## src/rtl/qic_pkg.sv

```systemverilog
package qic_pkg;
  localparam int LINE_W = 3;
  localparam int VEC_W  = 8;
  localparam int BASE_W = VEC_W - LINE_W;
  localparam int EOI_SPEC_BIT = 6;
  localparam logic [LINE_W-1:0] SPURIOUS_LINE = '1;

  typedef enum logic [1:0] {
    RA_MASK = 2'd0,
    RA_BASE = 2'd1,
    RA_EOI  = 2'd2,
    RA_NONE = 2'd3
  } reg_addr_e;

  // slot index -> fixed line number; slots are ordered by priority
  function automatic logic [LINE_W-1:0] slot_line(input int s);
    case (s)
      0:       slot_line = 3'd0;
      1:       slot_line = 3'd3;
      2:       slot_line = 3'd4;
      default: slot_line = 3'd5;
    endcase
  endfunction
endpackage

```

## src/rtl/qic_edge_latch.sv

```systemverilog
module qic_edge_latch #(
  parameter int N = 4
) (
  input  logic         clk,
  input  logic         rst_n,
  input  logic [N-1:0] src_i,
  input  logic [N-1:0] clr_i,
  output logic [N-1:0] req_o
);
  logic [N-1:0] prev_q;
  logic [N-1:0] req_q;

  always_ff @(posedge clk) begin
    if (!rst_n) begin
      prev_q <= '0;
      req_q  <= '0;
    end else begin
      prev_q <= src_i;
      req_q  <= (req_q & ~clr_i) | (src_i & ~prev_q);
    end
  end

  assign req_o = req_q;
endmodule

```

## src/rtl/qic_regs.sv

```systemverilog
module qic_regs
  import qic_pkg::*;
#(
  parameter int N = 4
) (
  input  logic              clk,
  input  logic              rst_n,
  input  logic              wr_en_i,
  input  logic [1:0]        wr_addr_i,
  input  logic [VEC_W-1:0]  wr_data_i,
  output logic [N-1:0]      mask_o,
  output logic [BASE_W-1:0] base_o,
  output logic [N-1:0]      eoi_clr_o
);
  logic [N-1:0]      mask_q;
  logic [BASE_W-1:0] base_q;
  logic              wr_mask, wr_base, wr_eoi;

  assign wr_mask = wr_en_i && (reg_addr_e'(wr_addr_i) == RA_MASK);
  assign wr_base = wr_en_i && (reg_addr_e'(wr_addr_i) == RA_BASE);
  assign wr_eoi  = wr_en_i && (reg_addr_e'(wr_addr_i) == RA_EOI)
                   && wr_data_i[EOI_SPEC_BIT];

  generate
    for (genvar s = 0; s < N; s++) begin : g_slot
      always_ff @(posedge clk) begin
        if (!rst_n)       mask_q[s] <= 1'b1;
        else if (wr_mask) mask_q[s] <= wr_data_i[slot_line(s)];
      end
      assign eoi_clr_o[s] = wr_eoi && (wr_data_i[LINE_W-1:0] == slot_line(s));
    end
  endgenerate

  always_ff @(posedge clk) begin
    if (!rst_n)       base_q <= '0;
    else if (wr_base) base_q <= wr_data_i[VEC_W-1:LINE_W];
  end

  assign mask_o = mask_q;
  assign base_o = base_q;
endmodule

```

## src/rtl/qic_resolver.sv

```systemverilog
module qic_resolver #(
  parameter int N = 4
) (
  input  logic [N-1:0] req_i,
  input  logic [N-1:0] mask_i,
  input  logic [N-1:0] isr_i,
  output logic         fwd_o,
  output logic [N-1:0] sel_o
);
  logic [N-1:0] pend;
  assign pend = req_i & ~mask_i;

  always_comb begin
    logic hit;
    logic busy;
    hit   = 1'b0;
    busy  = 1'b0;
    fwd_o = 1'b0;
    sel_o = '0;
    for (int s = 0; s < N; s++) begin
      busy = busy | isr_i[s];
      if (!hit && pend[s]) begin
        hit      = 1'b1;
        sel_o[s] = 1'b1;
        fwd_o    = !busy;
      end
    end
  end
endmodule

```

## src/rtl/quad_irq_ctrl.sv

```systemverilog
module quad_irq_ctrl
  import qic_pkg::*;
(
  input  logic             clk,
  input  logic             rst_n,
  input  logic             src_tmr_i,
  input  logic             src_ser1_i,
  input  logic             src_ser2_i,
  input  logic             src_nic_i,
  input  logic             wr_en_i,
  input  logic [1:0]       wr_addr_i,
  input  logic [VEC_W-1:0] wr_data_i,
  input  logic             ack_i,
  output logic             irq_o,
  output logic             vec_vld_o,
  output logic [VEC_W-1:0] vec_o
);
  localparam int N = 4;

  logic [N-1:0]      src, req_q, mask_q, isr_q, eoi_clr, sel, take;
  logic [BASE_W-1:0] base_q;
  logic              fwd, grant;
  logic [LINE_W-1:0] sel_line;
  logic              vld_q;
  logic [VEC_W-1:0]  vec_q;

  // slot order equals priority order
  assign src = {src_nic_i, src_ser1_i, src_ser2_i, src_tmr_i};

  qic_edge_latch #(.N(N)) u_latch (
    .clk(clk), .rst_n(rst_n), .src_i(src), .clr_i(take), .req_o(req_q)
  );

  qic_regs #(.N(N)) u_regs (
    .clk(clk), .rst_n(rst_n), .wr_en_i(wr_en_i), .wr_addr_i(wr_addr_i),
    .wr_data_i(wr_data_i), .mask_o(mask_q), .base_o(base_q),
    .eoi_clr_o(eoi_clr)
  );

  qic_resolver #(.N(N)) u_res (
    .req_i(req_q), .mask_i(mask_q), .isr_i(isr_q), .fwd_o(fwd), .sel_o(sel)
  );

  assign grant = ack_i && fwd;
  assign take  = grant ? sel : '0;

  always_comb begin
    sel_line = SPURIOUS_LINE;
    for (int s = 0; s < N; s++)
      if (grant && sel[s]) sel_line = slot_line(s);
  end

  always_ff @(posedge clk) begin
    if (!rst_n) begin
      isr_q <= '0;
      vld_q <= 1'b0;
      vec_q <= '0;
    end else begin
      isr_q <= (isr_q & ~eoi_clr) | take;
      vld_q <= ack_i;
      if (ack_i) vec_q <= {base_q, sel_line};
    end
  end

  assign irq_o     = fwd && !ack_i;
  assign vec_vld_o = vld_q;
  assign vec_o     = vec_q;
endmodule

```

## config.mk

```make
export PLATFORM = sky130hd
export DESIGN_NAME = quad_irq_ctrl
export DESIGN_NICKNAME = d
export VERILOG_FILES = /design/src/rtl/qic_pkg.sv /design/src/rtl/qic_edge_latch.sv /design/src/rtl/qic_regs.sv /design/src/rtl/qic_resolver.sv /design/src/rtl/quad_irq_ctrl.sv
export SDC_FILE = /design/constraint.sdc
export NUM_CORES = 1
export LEC_CHECK = 0
export BUFFER_PORTS_ARGS = -buffer_cell sky130_fd_sc_hd__buf_2
export CORE_MARGIN = 8
export CORE_UTILIZATION = 25
export DETAILED_ROUTE_END_ITERATION = 10
export SYNTH_ARGS = -nofsm -noshare
export SYNTH_HDL_FRONTEND = slang
export SYNTH_SLANG_ARGS = --single-unit
```

## constraint.sdc

```tcl
create_clock -name clk -period 3.3 [get_ports clk]
set_clock_uncertainty 0.2 [all_clocks]
set_input_delay 0.825 -clock clk [delete_from_list [all_inputs] [get_ports clk]]
set_output_delay 0.825 -clock clk [all_outputs]
set_load 0.05 [all_outputs]
```

* After elaboration in Yosys (flattened, before gate mapping)
Cells that the tools add are included.
** Operators by class
- Equal/unequal tests :: 5
- Bitwise logic cells :: 13
- Muxes and demuxes :: 15
- Reductions and logical operators :: 27
** Operators with widths (number)
- logical AND 1 bit :: 17
- AND 4 bit :: 4
- NOT 4 bit :: 4
- two-way mux 3 bit :: 4
- two-way mux 1 bit :: 10
- zero test 1 bit :: 8
- OR 4 bit :: 2
- equality test 3 bit (second input constant) :: 2
- two-way mux 4 bit :: 1
- equality test 3 x 2 -> 1 bit (second input constant) :: 1
- zero test 3 bit :: 1
- OR 1 bit :: 3
- equality test 2 x 1 -> 1 bit (second input constant) :: 1
- equality test 2 bit (second input constant) :: 1
- zero test 2 bit :: 1
** Word-level totals
- Input port bits :: 18
- Flip-flop bits (word level) :: 30
- Output and inout port bits :: 10
- Logic and storage cells :: 70

* Longest topological paths before layout
- Word-level depth :: 18
- Mapped depth :: 5
- Depth with buffers taken out :: 4

* By module
From an unflattened synthesis, not the netlist that was laid out.
** Unflattened totals
- Cell total of the unflattened synthesis :: 136
- Area total of the unflattened synthesis :: 1357.6 um^2
** Modules (own cells, without submodules)
- quad_irq_ctrl :: times used 1, seq. area each 260.2 um^2, area an instance 533.0 um^2, cells an instance 54
- qic_regs :: times used 1, seq. area each 180.2 um^2, area an instance 435.4 um^2, cells an instance 46
- qic_edge_latch :: times used 1, seq. area each 160.2 um^2, area an instance 281.5 um^2, cells an instance 24
- qic_resolver :: times used 1, seq. area each 0.0 um^2, area an instance 107.6 um^2, cells an instance 12

* Worst setup path after synthesis
OpenSTA, ideal clock, no wires.
- Path kind :: input-to-output
- From :: input ack_i
- To :: output irq_o
- Stages on the path :: 3
- Data required time :: 2.275 ns
- Arrival :: 1.816 ns
- Path slack :: 0.459 ns
- Cell sequence :: clkbuf_1 buf_2 nor2_1
** On the way
- Word-level cells in the longest chain between the ends :: 2
** Ends and longest elaborated chain
- start: declaration :: RTL line quad_irq_ctrl.sv:13 : input logic ack_i,
- zero test 1 bit :: RTL line quad_irq_ctrl.sv:65 : assign irq_o = fwd && !ack_i;
- logical AND 1 bit :: RTL line quad_irq_ctrl.sv:65
- end: declaration :: RTL line quad_irq_ctrl.sv:14 : output logic irq_o,
Every way passes these cells.

* Final worst setup path
- From :: register isr_q[0]
- To :: output irq_o
** On the way
- Word-level cells in the longest chain between the ends :: 6
- Elaborated cells on any way between the ends :: 12
- Those cells by class :: 4 x mux; 3 x bitwise; 5 x reduce/logical
** Ends and longest elaborated chain
- start: declaration :: RTL line quad_irq_ctrl.sv:20 : logic [N-1:0] src, req_q, mask_q, isr_q, eoi_clr, sel, take;
- start signal: assignment :: RTL line quad_irq_ctrl.sv:59 : isr_q <= (isr_q & ~eoi_clr) | take;
- zero test 1 bit / OR 1 bit (equally long branches) :: RTL line qic_resolver.sv:25, qic_resolver.sv:21
- two-way mux 1 bit, or another cell as far along (2 in a row) :: RTL line qic_resolver.sv:22 : if (!hit && pend[s]) begin
- two-way mux 1 bit / zero test 1 bit (equally long branches) :: RTL line qic_resolver.sv:22, qic_resolver.sv:25
- two-way mux 1 bit (*) :: RTL line qic_resolver.sv:22
- logical AND 1 bit (*) :: RTL line quad_irq_ctrl.sv:65
Mark *: on every way between the ends. The rest lies on a longest branch, timed or not.

==> summary.md <==
| Metric | Value |
|---|---|
| Status | `completed` |
| Final period utilization | `0.776` |
| R2R Path End | `isr_q[2]$_SDFF_PN0_` |
| Ant diodes | `0` |
| Commonest non-fill, non-tap cells in the layout | `30 x dfxtp_1, 27 x buf_2, 14 x mux2i_1` |
| First-pass GRT wire length | `5200 um` |
| HPWL Detailed | `2230 um` |
| Hold Path Class | `reg2reg` |
| Reg clk slew, reported paths | `60 ps` |
| Fmax | `approximately 390 MHz` |
| M1 wire length | `about 1400 um` |
| Clk root buf | `clkbuf_8` |
| Mapped Cells | `about 130` |
| Maxcap violations | `0` |
| Placement Cell Area | `~1500 sq um` |
| Core Region | `between 5000 and 6000 sq um` |
| P per Cell Area | `approximately 490 nW/um^2` |
| Register area share after synthesis | `0.463` |
| Clock buffer depth | `2` |
| Leak pwr | `0.712 nW` |
| Ports | `28` |
| Slowest stage delay, CP | `around 330 ps` |
| Final hold vios | `0` |
| Max Transition Viols Final | `0` |
| #FFs+latches synth | `30` |
| CTS sink count | `30` |
| Via count of the first global-routing pass | `about 1100` |
| Tmin final | `~2600 ps` |
| WS Path Type | `reg2out` |
| Critical Path Source | `isr_q[0]$_SDFF_PN0_` |
| Top post-synthesis cells by area | `dfxtp_1 46%, mux2i_1 11%, nor2b_1 5.8%` |
| DRT Pass-1 Iters | `4` |
| Biggest area consumer among synthesized cells | `dfxtp_1` |
| Residual DRC | `0` |
| CTS tree | `built` |
| Worst-path cell chain | `nor3_1, and3_4, a21oi_1, nor2_1, buf_2` |
| PortBufs | `27` |
| Placer Congestion | `~0.79` |
| Post-Syn Area | `1300 sq um` |
| Metal2 WL | `between 1000 and 1500 um` |
| Commonest non-fill, non-tap cell in the layout | `dfxtp_1` |
| Critical path's slowest cell | `dfxtp_1` |
| Initial drt markers | `56` |
| Via count | `~1000` |
| Final nets | `between 150 and 200` |
| Antenna viol nets, final | `0` |
| Final WL | `a little under 3000 um` |
| R2R cell count | `4` |
| Final setup viols | `0` |
| CP Capture Type | `output port` |
| CP arrival | `1540 ps` |
| DR WL met3 | `234 um` |
| Drt wl/cell | `between 10 and 15 um` |
| Crit path max fanout | `4` |
| Peak supply drop | `0.000216 V` |
| Synth warn | `0` |
| Vias/cell | `approximately 4.5` |
| Antenna violations before repair | `0` |
| Post-synth top area share | `0.463` |
| Post-route cell area | `1590 sq um` |
| Worst hold path depth | `2` |
| Top Layer Used | `met4` |
| FP Rows | `26` |
| Initial Utilization | `0.256` |
| Filler instances | `~560` |
| CP startpoint kind | `register` |
| Syn-to-layout area delta | `22.7%` |
| Grt ovf | `0` |
| # Post-CTS Setup Buffers | `0` |
| RSZ-0062 raised after global routing | `false` |
| Die area | `7750 sq um` |
| Min-Delay Endpoint | `u_latch.req_o[3]$_SDFF_PN0_` |
| Worst hold start | `u_latch.req_o[3]$_SDFF_PN0_` |
| Share of cells above drive strength 1 | `0.258` |
| Syn avg cell area | `approximately 9.8 sq um` |
| RR Startpoint | `u_latch.req_o[2]$_SDFF_PN0_` |
| Slew HR | `0.657` |
| Internal reg-to-reg setup slack | `between 1500 and 2000 ps` |
| Die Ht | `88.0 um` |
| Synth cell types | `39` |
| CTS Buf Count | `5` |
| Hold_buf cts | `0` |
| Setup TNS | `0 ps` |
| Worst slew pin tran | `a little over 500 ps` |
| Die width | `just under 90 um` |
| H-tree depth | `2` |
| GR Util All Layers | `0.0870` |
| Post-cts resize count | `0` |
| Skew-Pair Late Insertion Delay | `280 ps` |
| Data required, critical path | `between 2000 and 2500 ps` |
| Largest net degree at the start of global routing | `32` |
| Syn Nets | `between 150 and 200` |
layer usage:
layer | vias up | track usage
met5 | - | 0
met4 | 0 | 0.0384
met3 | 8 | 0.0413
met2 | 36 | 0.124
met1 | 468 | 0.108
li1 | 525 | -
report_power, final:
part	switching [mW]	leakage, nW	total [mW]	internal (mW)
Clock	0.135	0.0482	0.303	0.168
Sequential	0.0103	0.246	0.389	0.379
Combinational	0.0547	0.418	0.0888	0.0341
worst max-delay path: cells and delay by family, from the launching register on:
kind,cells,cell delay (ps)
and+or+nand+nor,3,600
AOI/OAI and AO/OA,1,60
DFF,1,330
buffers and inverters,1,270
kinds of logic after synthesis:
| kind of cell | after synthesis | share of synthesized area |
|---|---|---|
| and+or+nand+nor | 61 | 0.289 |
| DFF | 30 | 0.463 |
| AOI/OAI and AO/OA | 21 | 0.119 |
| muxes | 14 | 0.108 |
| buffers and inverters | 7 | 0.0212 |
layout make-up:
class	instances	area (sq um)	area share
clock buffers	7	86.3	0.0542
clock inverters	1	5.00	0.00314
flip-flops and latches	30	601	0.377
repair buffers	27	135	0.0849
inverters	2	7.51	0.00472
well taps	70	87.6	0.0550
multi-input cells	96	669	0.421
synth_stat cells, drive strengths merged:
library cell and n:
dfxtp 30, mux2i 14, nand2 13, nor2b 12, nand2b 6, nor2 5
o21ai 5, and2 4, clkbuf 4, nand3 4, nand3b 4, a21oi 3
nor3b 3, a21boi 2, and2b 2, and3 2, inv 2, nor4 2
o311ai 2, a211o 1, a21o 1, a221o 1, a31oi 1, a32oi 1
a41o 1, buf 1, nand4 1, nand4b 1, nor3 1, o211a 1
o21a 1, o22ai 1, or2 1
worst max path at each step:
stage	to	slack, ps	cells after the start
after floorplan	irq_o	460	3
after global placement	irq_o	840	3
after detailed placement	irq_o	840	3
after CTS	irq_o	740	5
after global routing	irq_o	590	5
final	irq_o	740	5
per-stage QoR:
stage	power, mW	hold slack, ps	setup WS (ps)	cells	utilization
after floorplan	0.458	232	459	133	-
after global placement	0.486	246	840	225	0.296
after detailed placement	0.487	256	836	225	0.296
after CTS	0.794	268	738	233	0.314
after global routing	0.821	300	593	233	0.314
final	0.781	260	738	233	0.314
sequential cells by signal, summed over array words and instances (netlist names):
name and cells:
vec_o 8, u_regs.base_o 5, isr_q 4, u_latch.prev_q 4, u_latch.req_o 4, u_regs.mask_o 4, vec_vld_o 1
Power figures use the tool's default switching activity.
